$ cat config.mk
export PLATFORM = sky130hd
export DESIGN_NAME = tbc_core
export DESIGN_NICKNAME = d
export VERILOG_FILES = /design/src/rtl/tbc_pkg.sv /design/src/rtl/tbc_regfile.sv /design/src/rtl/tbc_alu.sv /design/src/rtl/tbc_decode.sv /design/src/rtl/tbc_seq.sv /design/src/rtl/tbc_core.sv
export SDC_FILE = /design/constraint.sdc
export NUM_CORES = 2
export LEC_CHECK = 0
export BUFFER_PORTS_ARGS = -buffer_cell sky130_fd_sc_hd__buf_2
export CORE_MARGIN = 8
export CORE_UTILIZATION = 45
export DETAILED_ROUTE_END_ITERATION = 10
export GPL_TIMING_DRIVEN = 0
export SYNTH_ARGS = -nofsm -noshare
export SYNTH_HDL_FRONTEND = slang
export SYNTH_SLANG_ARGS = --single-unit
$ cat constraint.sdc
create_clock -name clk -period 19.79 [get_ports clk]
set_input_delay 0.9895 -clock clk [delete_from_list [all_inputs] [get_ports clk]]
set_output_delay 0.9895 -clock clk [all_outputs]
set_load 0.005 [all_outputs]
$ cat src/rtl/tbc_pkg.sv
// Package: shared widths, opcode values, ALU operation and control-step types
// for the three-bus core. Assumes a 32-bit word and 5-bit register fields.
package tbc_pkg;
    localparam int WORD_W  = 32;
    localparam int OPC_W   = 6;
    localparam int RFLD_W  = 5;
    localparam int PC_STEP = 4;

    // Instruction field positions (the decoder depends on them)
    localparam int OPC_LSB = 26;
    localparam int SRA_LSB = 21;
    localparam int SRB_LSB = 16;
    localparam int DST_LSB = 11;

    localparam logic [OPC_W-1:0] OPC_ADD  = 6'h00;
    localparam logic [OPC_W-1:0] OPC_SUB  = 6'h01;
    localparam logic [OPC_W-1:0] OPC_AND  = 6'h02;
    localparam logic [OPC_W-1:0] OPC_OR   = 6'h03;
    localparam logic [OPC_W-1:0] OPC_MOVA = 6'h04;
    localparam logic [OPC_W-1:0] OPC_MOVB = 6'h05;
    localparam logic [OPC_W-1:0] OPC_ADDK = 6'h06;

    typedef enum logic [2:0] {
        ALU_ADD, ALU_SUB, ALU_AND, ALU_OR, ALU_PASS_A, ALU_PASS_B
    } alu_op_e;

    typedef enum logic [1:0] {
        ST_ADDR, ST_WAIT, ST_LOAD_IR, ST_EXEC
    } step_e;
endpackage

$ cat src/rtl/tbc_regfile.sv
// Register file with two asynchronous read ports (buses A and B) and one
// synchronous write port (bus C). Assumes one write per cycle; a read of the
// register written on the previous edge returns the new value.
module tbc_regfile #(
    parameter int DATA_W  = tbc_pkg::WORD_W,
    parameter int REG_CNT = 32,
    localparam int IDX_W  = $clog2(REG_CNT)
) (
    input  logic              clk,
    input  logic              rst_n,
    input  logic [IDX_W-1:0]  rd_a_idx,
    input  logic [IDX_W-1:0]  rd_b_idx,
    output logic [DATA_W-1:0] rd_a_val,
    output logic [DATA_W-1:0] rd_b_val,
    input  logic              wr_en,
    input  logic [IDX_W-1:0]  wr_idx,
    input  logic [DATA_W-1:0] wr_val
);
    logic [DATA_W-1:0] cells [REG_CNT];

    // Storage: clear on reset, load bus C on a write
    always_ff @(posedge clk) begin
        if (!rst_n) begin
            for (int i = 0; i < REG_CNT; i++) cells[i] <= '0;
        end else if (wr_en) begin
            cells[wr_idx] <= wr_val;
        end
    end

    // Read ports onto buses A and B
    always_comb begin
        rd_a_val = cells[rd_a_idx];
        rd_b_val = cells[rd_b_idx];
    end


    wr_visible_chk: assert property (@(posedge clk) disable iff (!rst_n)
        ($past(wr_en) && $past(rst_n) && rd_a_idx == $past(wr_idx)) |-> rd_a_val == $past(wr_val));
endmodule

$ cat src/rtl/tbc_alu.sv
// ALU between the buses: operands from buses A and B, result to bus C.
// Purely combinational; arithmetic wraps at DATA_W bits.
module tbc_alu #(
    parameter int DATA_W = tbc_pkg::WORD_W
) (
    input  tbc_pkg::alu_op_e  op,
    input  logic [DATA_W-1:0] opnd_a,
    input  logic [DATA_W-1:0] opnd_b,
    output logic [DATA_W-1:0] res
);
    import tbc_pkg::*;

    // Operation select
    always_comb begin
        case (op)
            ALU_ADD:    res = opnd_a + opnd_b;
            ALU_SUB:    res = opnd_a - opnd_b;
            ALU_AND:    res = opnd_a & opnd_b;
            ALU_OR:     res = opnd_a | opnd_b;
            ALU_PASS_A: res = opnd_a;
            default:    res = opnd_b;
        endcase
    end
endmodule

$ cat src/rtl/tbc_decode.sv
// Instruction decoder: splits the instruction register into register fields
// and maps the opcode to an ALU operation, B-constant select and write enable.
// Assumes the fixed field layout of tbc_pkg; undefined opcodes write nothing.
module tbc_decode #(
    parameter int DATA_W = tbc_pkg::WORD_W,
    parameter int IDX_W  = tbc_pkg::RFLD_W
) (
    input  logic [DATA_W-1:0] instr,
    output tbc_pkg::alu_op_e  op,
    output logic              use_k4,
    output logic              wr_ok,
    output logic [IDX_W-1:0]  src_a,
    output logic [IDX_W-1:0]  src_b,
    output logic [IDX_W-1:0]  dst
);
    import tbc_pkg::*;

    logic [OPC_W-1:0] opc;
    logic             unused_low;

    // Field extraction
    always_comb begin
        opc        = instr[OPC_LSB +: OPC_W];
        src_a      = instr[SRA_LSB +: IDX_W];
        src_b      = instr[SRB_LSB +: IDX_W];
        dst        = instr[DST_LSB +: IDX_W];
        unused_low = ^instr[DST_LSB-1:0];
    end

    // Opcode to control mapping
    always_comb begin
        op     = ALU_ADD;
        use_k4 = 1'b0;
        wr_ok  = 1'b1;
        case (opc)
            OPC_ADD:  op = ALU_ADD;
            OPC_SUB:  op = ALU_SUB;
            OPC_AND:  op = ALU_AND;
            OPC_OR:   op = ALU_OR;
            OPC_MOVA: op = ALU_PASS_A;
            OPC_MOVB: op = ALU_PASS_B;
            OPC_ADDK: use_k4 = 1'b1;
            default:  wr_ok = 1'b0;
        endcase
    end
endmodule

$ cat src/rtl/tbc_seq.sv
// Four-step control sequencer: address, wait for memory-function-complete,
// load instruction register, execute. Assumes mem_mfc is only raised while
// the read request is high.
module tbc_seq (
    input  logic             clk,
    input  logic             rst_n,
    input  logic             mem_mfc,
    output tbc_pkg::step_e   step,
    output logic             mem_req
);
    import tbc_pkg::*;

    step_e step_q, step_d;

    // Next-step selection
    always_comb begin
        step_d = step_q;
        case (step_q)
            ST_ADDR:    step_d = ST_WAIT;
            ST_WAIT:    step_d = mem_mfc ? ST_LOAD_IR : ST_WAIT;
            ST_LOAD_IR: step_d = ST_EXEC;
            default:    step_d = ST_ADDR;
        endcase
    end

    // Step register
    always_ff @(posedge clk) begin
        if (!rst_n) step_q <= ST_ADDR;
        else        step_q <= step_d;
    end

    assign step    = step_q;
    assign mem_req = (step_q == ST_WAIT);


    req_hold_chk: assert property (@(posedge clk) disable iff (!rst_n)
        (mem_req && !mem_mfc) |=> mem_req);

    req_drop_chk: assert property (@(posedge clk) disable iff (!rst_n)
        (mem_req && mem_mfc) |=> !mem_req);

    exec_return_chk: assert property (@(posedge clk) disable iff (!rst_n)
        (step_q == ST_EXEC) |=> (step_q == ST_ADDR));
endmodule

$ cat src/rtl/tbc_core.sv
// Three-bus core top: PC with dedicated incrementer, MAR, MDR and IR around
// a three-port register file and ALU. Bus B carries the PC during the
// address step, the constant 4 for the add-constant opcode, or register B.
module tbc_core #(
    parameter int DATA_W  = tbc_pkg::WORD_W,
    parameter int REG_CNT = 32,
    localparam int IDX_W  = $clog2(REG_CNT)
) (
    input  logic              clk,
    input  logic              rst_n,
    output logic              mem_req,
    output logic [DATA_W-1:0] mem_addr,
    input  logic              mem_mfc,
    input  logic [DATA_W-1:0] mem_rdata,
    output logic              commit_en,
    output logic [IDX_W-1:0]  commit_reg,
    output logic [DATA_W-1:0] commit_data
);
    import tbc_pkg::*;

    step_e             step;
    logic [DATA_W-1:0] pc_q, mar_q, mdr_q, ir_q;
    logic [DATA_W-1:0] bus_a, bus_b, bus_c, rf_b, pc_inc;
    alu_op_e           dec_op, alu_op;
    logic              dec_k4, dec_wr;
    logic [IDX_W-1:0]  f_sa, f_sb, f_dst;

    tbc_seq seq_i (
        .clk(clk), .rst_n(rst_n), .mem_mfc(mem_mfc),
        .step(step), .mem_req(mem_req)
    );

    tbc_decode #(.DATA_W(DATA_W), .IDX_W(IDX_W)) dec_i (
        .instr(ir_q), .op(dec_op), .use_k4(dec_k4), .wr_ok(dec_wr),
        .src_a(f_sa), .src_b(f_sb), .dst(f_dst)
    );

    tbc_regfile #(.DATA_W(DATA_W), .REG_CNT(REG_CNT)) rf_i (
        .clk(clk), .rst_n(rst_n),
        .rd_a_idx(f_sa), .rd_b_idx(f_sb),
        .rd_a_val(bus_a), .rd_b_val(rf_b),
        .wr_en(commit_en), .wr_idx(f_dst), .wr_val(bus_c)
    );

    tbc_alu #(.DATA_W(DATA_W)) alu_i (
        .op(alu_op), .opnd_a(bus_a), .opnd_b(bus_b), .res(bus_c)
    );

    // Bus B source and ALU operation per step
    always_comb begin
        pc_inc = pc_q + DATA_W'(PC_STEP);
        if (step == ST_ADDR) begin
            bus_b  = pc_q;
            alu_op = ALU_PASS_B;
        end else begin
            bus_b  = dec_k4 ? DATA_W'(PC_STEP) : rf_b;
            alu_op = dec_op;
        end
    end

    // PC and MAR: address step copies PC over bus C and advances the PC
    always_ff @(posedge clk) begin
        if (!rst_n) begin
            pc_q  <= '0;
            mar_q <= '0;
        end else if (step == ST_ADDR) begin
            mar_q <= bus_c;
            pc_q  <= pc_inc;
        end
    end

    // MDR and IR: capture memory data on completion, then move to IR
    always_ff @(posedge clk) begin
        if (!rst_n) begin
            mdr_q <= '0;
            ir_q  <= '0;
        end else begin
            if (step == ST_WAIT && mem_mfc) mdr_q <= mem_rdata;
            if (step == ST_LOAD_IR)         ir_q  <= mdr_q;
        end
    end

    assign mem_addr    = mar_q;
    assign commit_en   = (step == ST_EXEC) && dec_wr;
    assign commit_reg  = f_dst;
    assign commit_data = bus_c;


    mar_old_pc_chk: assert property (@(posedge clk) disable iff (!rst_n)
        ($past(rst_n) && $past(step) == ST_ADDR) |-> (mar_q == $past(pc_q) && pc_q == $past(pc_q) + DATA_W'(PC_STEP)));

    pc_align_chk: assert property (@(posedge clk) disable iff (!rst_n)
        pc_q[1:0] == 2'b00);

    commit_step_chk: assert property (@(posedge clk) disable iff (!rst_n)
        commit_en |-> !mem_req);

    mdr_hold_chk: assert property (@(posedge clk) disable iff (!rst_n)
        ($past(rst_n) && !$past(mem_mfc)) |-> $stable(mdr_q));
endmodule

==> Implementation_results.wiki <==
{| class="wikitable"
! Metric !! Value
|-
| Count of placed standard cells including taps || 6412
|-
| First-iteration detailed-routing DRC count || 8949
|-
| Slew Limit Headroom || -23.3%
|-
| Number of endpoints with negative hold slack in the final report || 0
|-
| Number of buffers and inverters on the critical path || 8
|-
| Clock transition at the registers of the reported paths || 60 ps
|-
| Clock tree from TritonCTS || yes
|-
| Number of buffers added to fix hold violations after cts || 0
|-
| Critical path start-end classification || reg2out
|-
| Starting density of the core || 45.4%
|-
| Ports placed on the boundary || 106
|-
| Fin crit share || 63.8%
|-
| Share of the core filled with cells || 51.4%
|-
| Net count after synthesis || 4581
|-
| Stage delay of the slowest cell on the critical path || 1130 ps
|-
| Number of global-route vias before repair || 43451
|-
| Violations in the final reports || max-capacitance violations, max-slew violations
|-
| Power density over the cells || 87.9 nW/um2
|-
| Total placed instance area || 63400 um2
|-
| Antenna violations before repair || 20
|-
| First-pass iteration count of the detailed router || 10
|-
| Cell with the biggest individual delay on the critical path || sky130_fd_sc_hd__clkbuf_1
|-
| Number of enable-type register cells in the synthesized netlist || 1024
|-
| Routing usage on met2 || 53.1%
|-
| Filler Cells Inserted || 11416
|-
| Count of input and output buffers || 94
|-
| CTS sink count || 1140
|-
| CTS Root Cell || sky130_fd_sc_hd__clkbuf_16
|-
| Antenna Nets Post-Route || 0
|-
| Die ar. || 145000 um2
|-
| Per-cell via count in the routed design || 7.03
|-
| Data arrival time of the critical path || 11630 ps
|-
| Least-Margin Pin Slew || 1850 ps
|-
| Final clock skew || 33.7 ps
|-
| Via count || 46815
|-
| Total design power || 5.94 mW
|-
| Count of endpoints failing setup in the final report || 0
|-
| Final std cell area, no fill || 67600 um2
|-
| Switching part of the total power || 28.2%
|-
| Most frequent cell on the critical path || sky130_fd_sc_hd__buf_2
|-
| Total global-route track usage || 37.9%
|-
| Total CTS buffers || 130
|-
| Crit. End Element || output pin
|-
| Count of placed standard cells in the final layout, fillers left out || 6660
|-
| Placement Rows || 133
|-
| Distinct cell type count after synthesis || 77
|-
| Most crowded layer after global routing || met2
|-
| Pin count of the biggest net entering global routing || 33
|-
| Final max-slew violation count || 104
|-
| Worst IR drop on VDD || 0.0976 mV
|-
| Post-Synthesis Mean Instance Area || 13.3 um2
|-
| Worst-skew pair later-pin latency || 810 ps
|-
| Share of layout cells above drive strength 1 || 22.9%
|-
| Leakage power || 23.1 nW
|-
| Min Clock Period, post-route || 12620 ps
|-
| Final setup TNS || 0 ps
|-
| Maximum Capacitance Violations || 10
|-
| Proportion of netlist area held by the largest area contributor || 51.4%
|-
| H-Tree Level Count || 4
|-
| Leading cell type by number of instances after synthesis || sky130_fd_sc_hd__nor2_1
|-
| Max FO, Critical Path || 10
|-
| Fraction of power consumed by combinational cells || 13.1%
|-
| Routability congestion estimate || 1.04
|-
| Number of standard cells after synthesis || 4510
|-
| Kind of launch point of the worst setup path || flip-flop
|-
| Die width || 380 um
|-
| Most common library cells after synthesis || sky130_fd_sc_hd__nor2_1, sky130_fd_sc_hd__edfxtp_1, sky130_fd_sc_hd__mux4_2, sky130_fd_sc_hd__nand2_1, sky130_fd_sc_hd__clkbuf_1
|-
| Yosys top cell by area || sky130_fd_sc_hd__edfxtp_1
|-
| Placeable core region || 132000 um2
|-
| Main area contributors after synthesis || sky130_fd_sc_hd__edfxtp_1, sky130_fd_sc_hd__mux4_2, sky130_fd_sc_hd__nor2_1, sky130_fd_sc_hd__dfxtp_1, sky130_fd_sc_hd__nand2_1
|-
| Area added between synthesis and finish || 13.1%
|-
| Total of flip-flops plus latches after synthesis || 1140
|-
| Unrepaired setup endpoints after global routing || no
|-
| Hold Path Class || in2reg
|-
| Met1 usage in global routing || 45.2%
|-
| Delay-heaviest family, CP || compound AO/OA/AOI/OAI gates
|-
| Met3 global-route usage || 19.7%
|-
| Post-synthesis instance area || 59800 um2
|-
| Global-route wire length before repair || 374 mm
|-
| Multi-input logic area || 24800 um2
|-
| Number of synthesis warnings || 0
|-
| Post-CTS resize count || 0
|-
| Achievable Freq || 0.0793 GHz
|-
| Number of post-CTS setup repair buffers || 0
|-
| DRC violation count after routing || 0
|-
| Part of the power in the clock network || 40.8%
|-
| Int Power || 4.27 mW
|-
| Clock tree buffer depth || 3
|-
| Vertical die dimension || 380 um
|-
| Synth Flop Type || sky130_fd_sc_hd__edfxtp_1
|-
| Grt total ovfl || 0
|-
| Area used by sequential logic in the layout || 33100 um2
|-
| HPWL reported at the end of detailed placement || 204 mm
|-
| CP required || 18800 ps
|-
| Sequential area share after synthesis || 55.3%
|-
| Part of the total power dissipated in sequential elements || 46.0%
|-
| Final net count || 4862
|-
| Power spent charging and discharging nets || 1.68 mW
|-
| Drt wl/cell || 42.7 um
|-
| Total wirelength of the detailed-routed design || 284 mm
|-
| Async set or reset register ratio after synthesis || 0%
|-
| Run status || finished with violations
|}
tightest hold or removal path, cell delays in order:
cell and delay [ps]:
sky130_fd_sc_hd__buf_2 100, sky130_fd_sc_hd__nand2_1 40, sky130_fd_sc_hd__a21boi_0 60
worst paths after layout:
kind	start	cells past startpoint	slack, ps	to
max	flip-flop	26	7170	commit_data[27]
min	mem_rdata[18]	3	450	mdr_q[18]$_SDFFE_PN0P_
max reg2reg	flip-flop	24	8570	rf_i.cells[29][29]$_SDFFCE_PN0P_
min reg2reg	mem_addr[16]$_SDFFE_PN0P_	2	460	mem_addr[16]$_SDFFE_PN0P_
cell families (layout without fill, tap and decap cells):
family	Yosys count	in the layout	share of synthesized area (%)
mux	680	680	22.9
fa+ha+maj	36	36	0.766
xor+xnor	80	80	1.17
other cells	0	14	0
buf+inv	473	854	3.36
compound gates	428	428	5.02
flops	1140	1140	55.3
simple gates	1673	1673	11.4
area by class of cell:
cell class | count | area share (%)
Buffer | 421 | 2.76
Sequential cell | 1140 | 48.9
Antenna cell | 14 | 0.0518
Clock inverter | 73 | 0.896
Timing Repair Buffer | 149 | 1.89
Tap cell | 1755 | 3.25
Inverter | 52 | 0.289
Multi-Input combinational cell | 2897 | 36.8
Clock buffer | 159 | 5.18
power groups by stage:
stage               Combinational, mW  Clock [mW]  Sequential, mW
CTS                             0.734        2.40            2.73
detailed placement              0.731           0            2.78
floorplan                       0.403           0            2.77
finish                          0.781        2.43            2.73
global placement                0.703           0            2.78
global route                    0.790        2.48            2.74
layout by cell type, fill, tap and decap left out, types with 38 or more instances in the layout:
cell                        netlist  routed
sky130_fd_sc_hd__buf_2           59     183
sky130_fd_sc_hd__nor2_1        1103    1101
sky130_fd_sc_hd__dfxtp_1        116     116
sky130_fd_sc_hd__mux2_2          48      48
sky130_fd_sc_hd__a21boi_0        76      76
sky130_fd_sc_hd__clkbuf_16        0     136
sky130_fd_sc_hd__inv_1           49      49
sky130_fd_sc_hd__o22ai_1         40      40
sky130_fd_sc_hd__mux4_2         546     546
sky130_fd_sc_hd__mux2i_1         85      85
sky130_fd_sc_hd__nand2_1        344     312
sky130_fd_sc_hd__o21ai_0         40      40
sky130_fd_sc_hd__xnor2_1         58      58
sky130_fd_sc_hd__edfxtp_1      1024    1024
sky130_fd_sc_hd__a21oi_1         75      74
sky130_fd_sc_hd__clkbuf_1       295     297
sky130_fd_sc_hd__and2_1          38      38
registers in the layout, summed over array words and instances (netlist names), named ones only:
| signal | count |
|---|---|
| ir_q | 21 |
| rf_i.cells | 1024 |
| mdr_q | 21 |
| seq_i.step | 2 |
| mem_addr | 32 |
| pc_q | 30 |
per-layer routing:
| metal | vias to the layer above | share of wire, % |
|---|---|---|
| li1 | 17596 | - |
| met1 | 23608 | 33 |
| met2 | 4539 | 41 |
| met3 | 1058 | 18 |
| met4 | 14 | 8.4 |
| met5 | - | 0.13 |
through the flow:
| step | hold WS, ps | setup WS [ps] |
|---|---|---|
| after floorplan | 441 | 12870 |
| after global placement | 449 | 6920 |
| after detailed placement | 455 | 8180 |
| after CTS | 426 | 7300 |
| after global routing | 462 | 7240 |
| final | 451 | 7170 |
(Power assumes the default switching activity.)
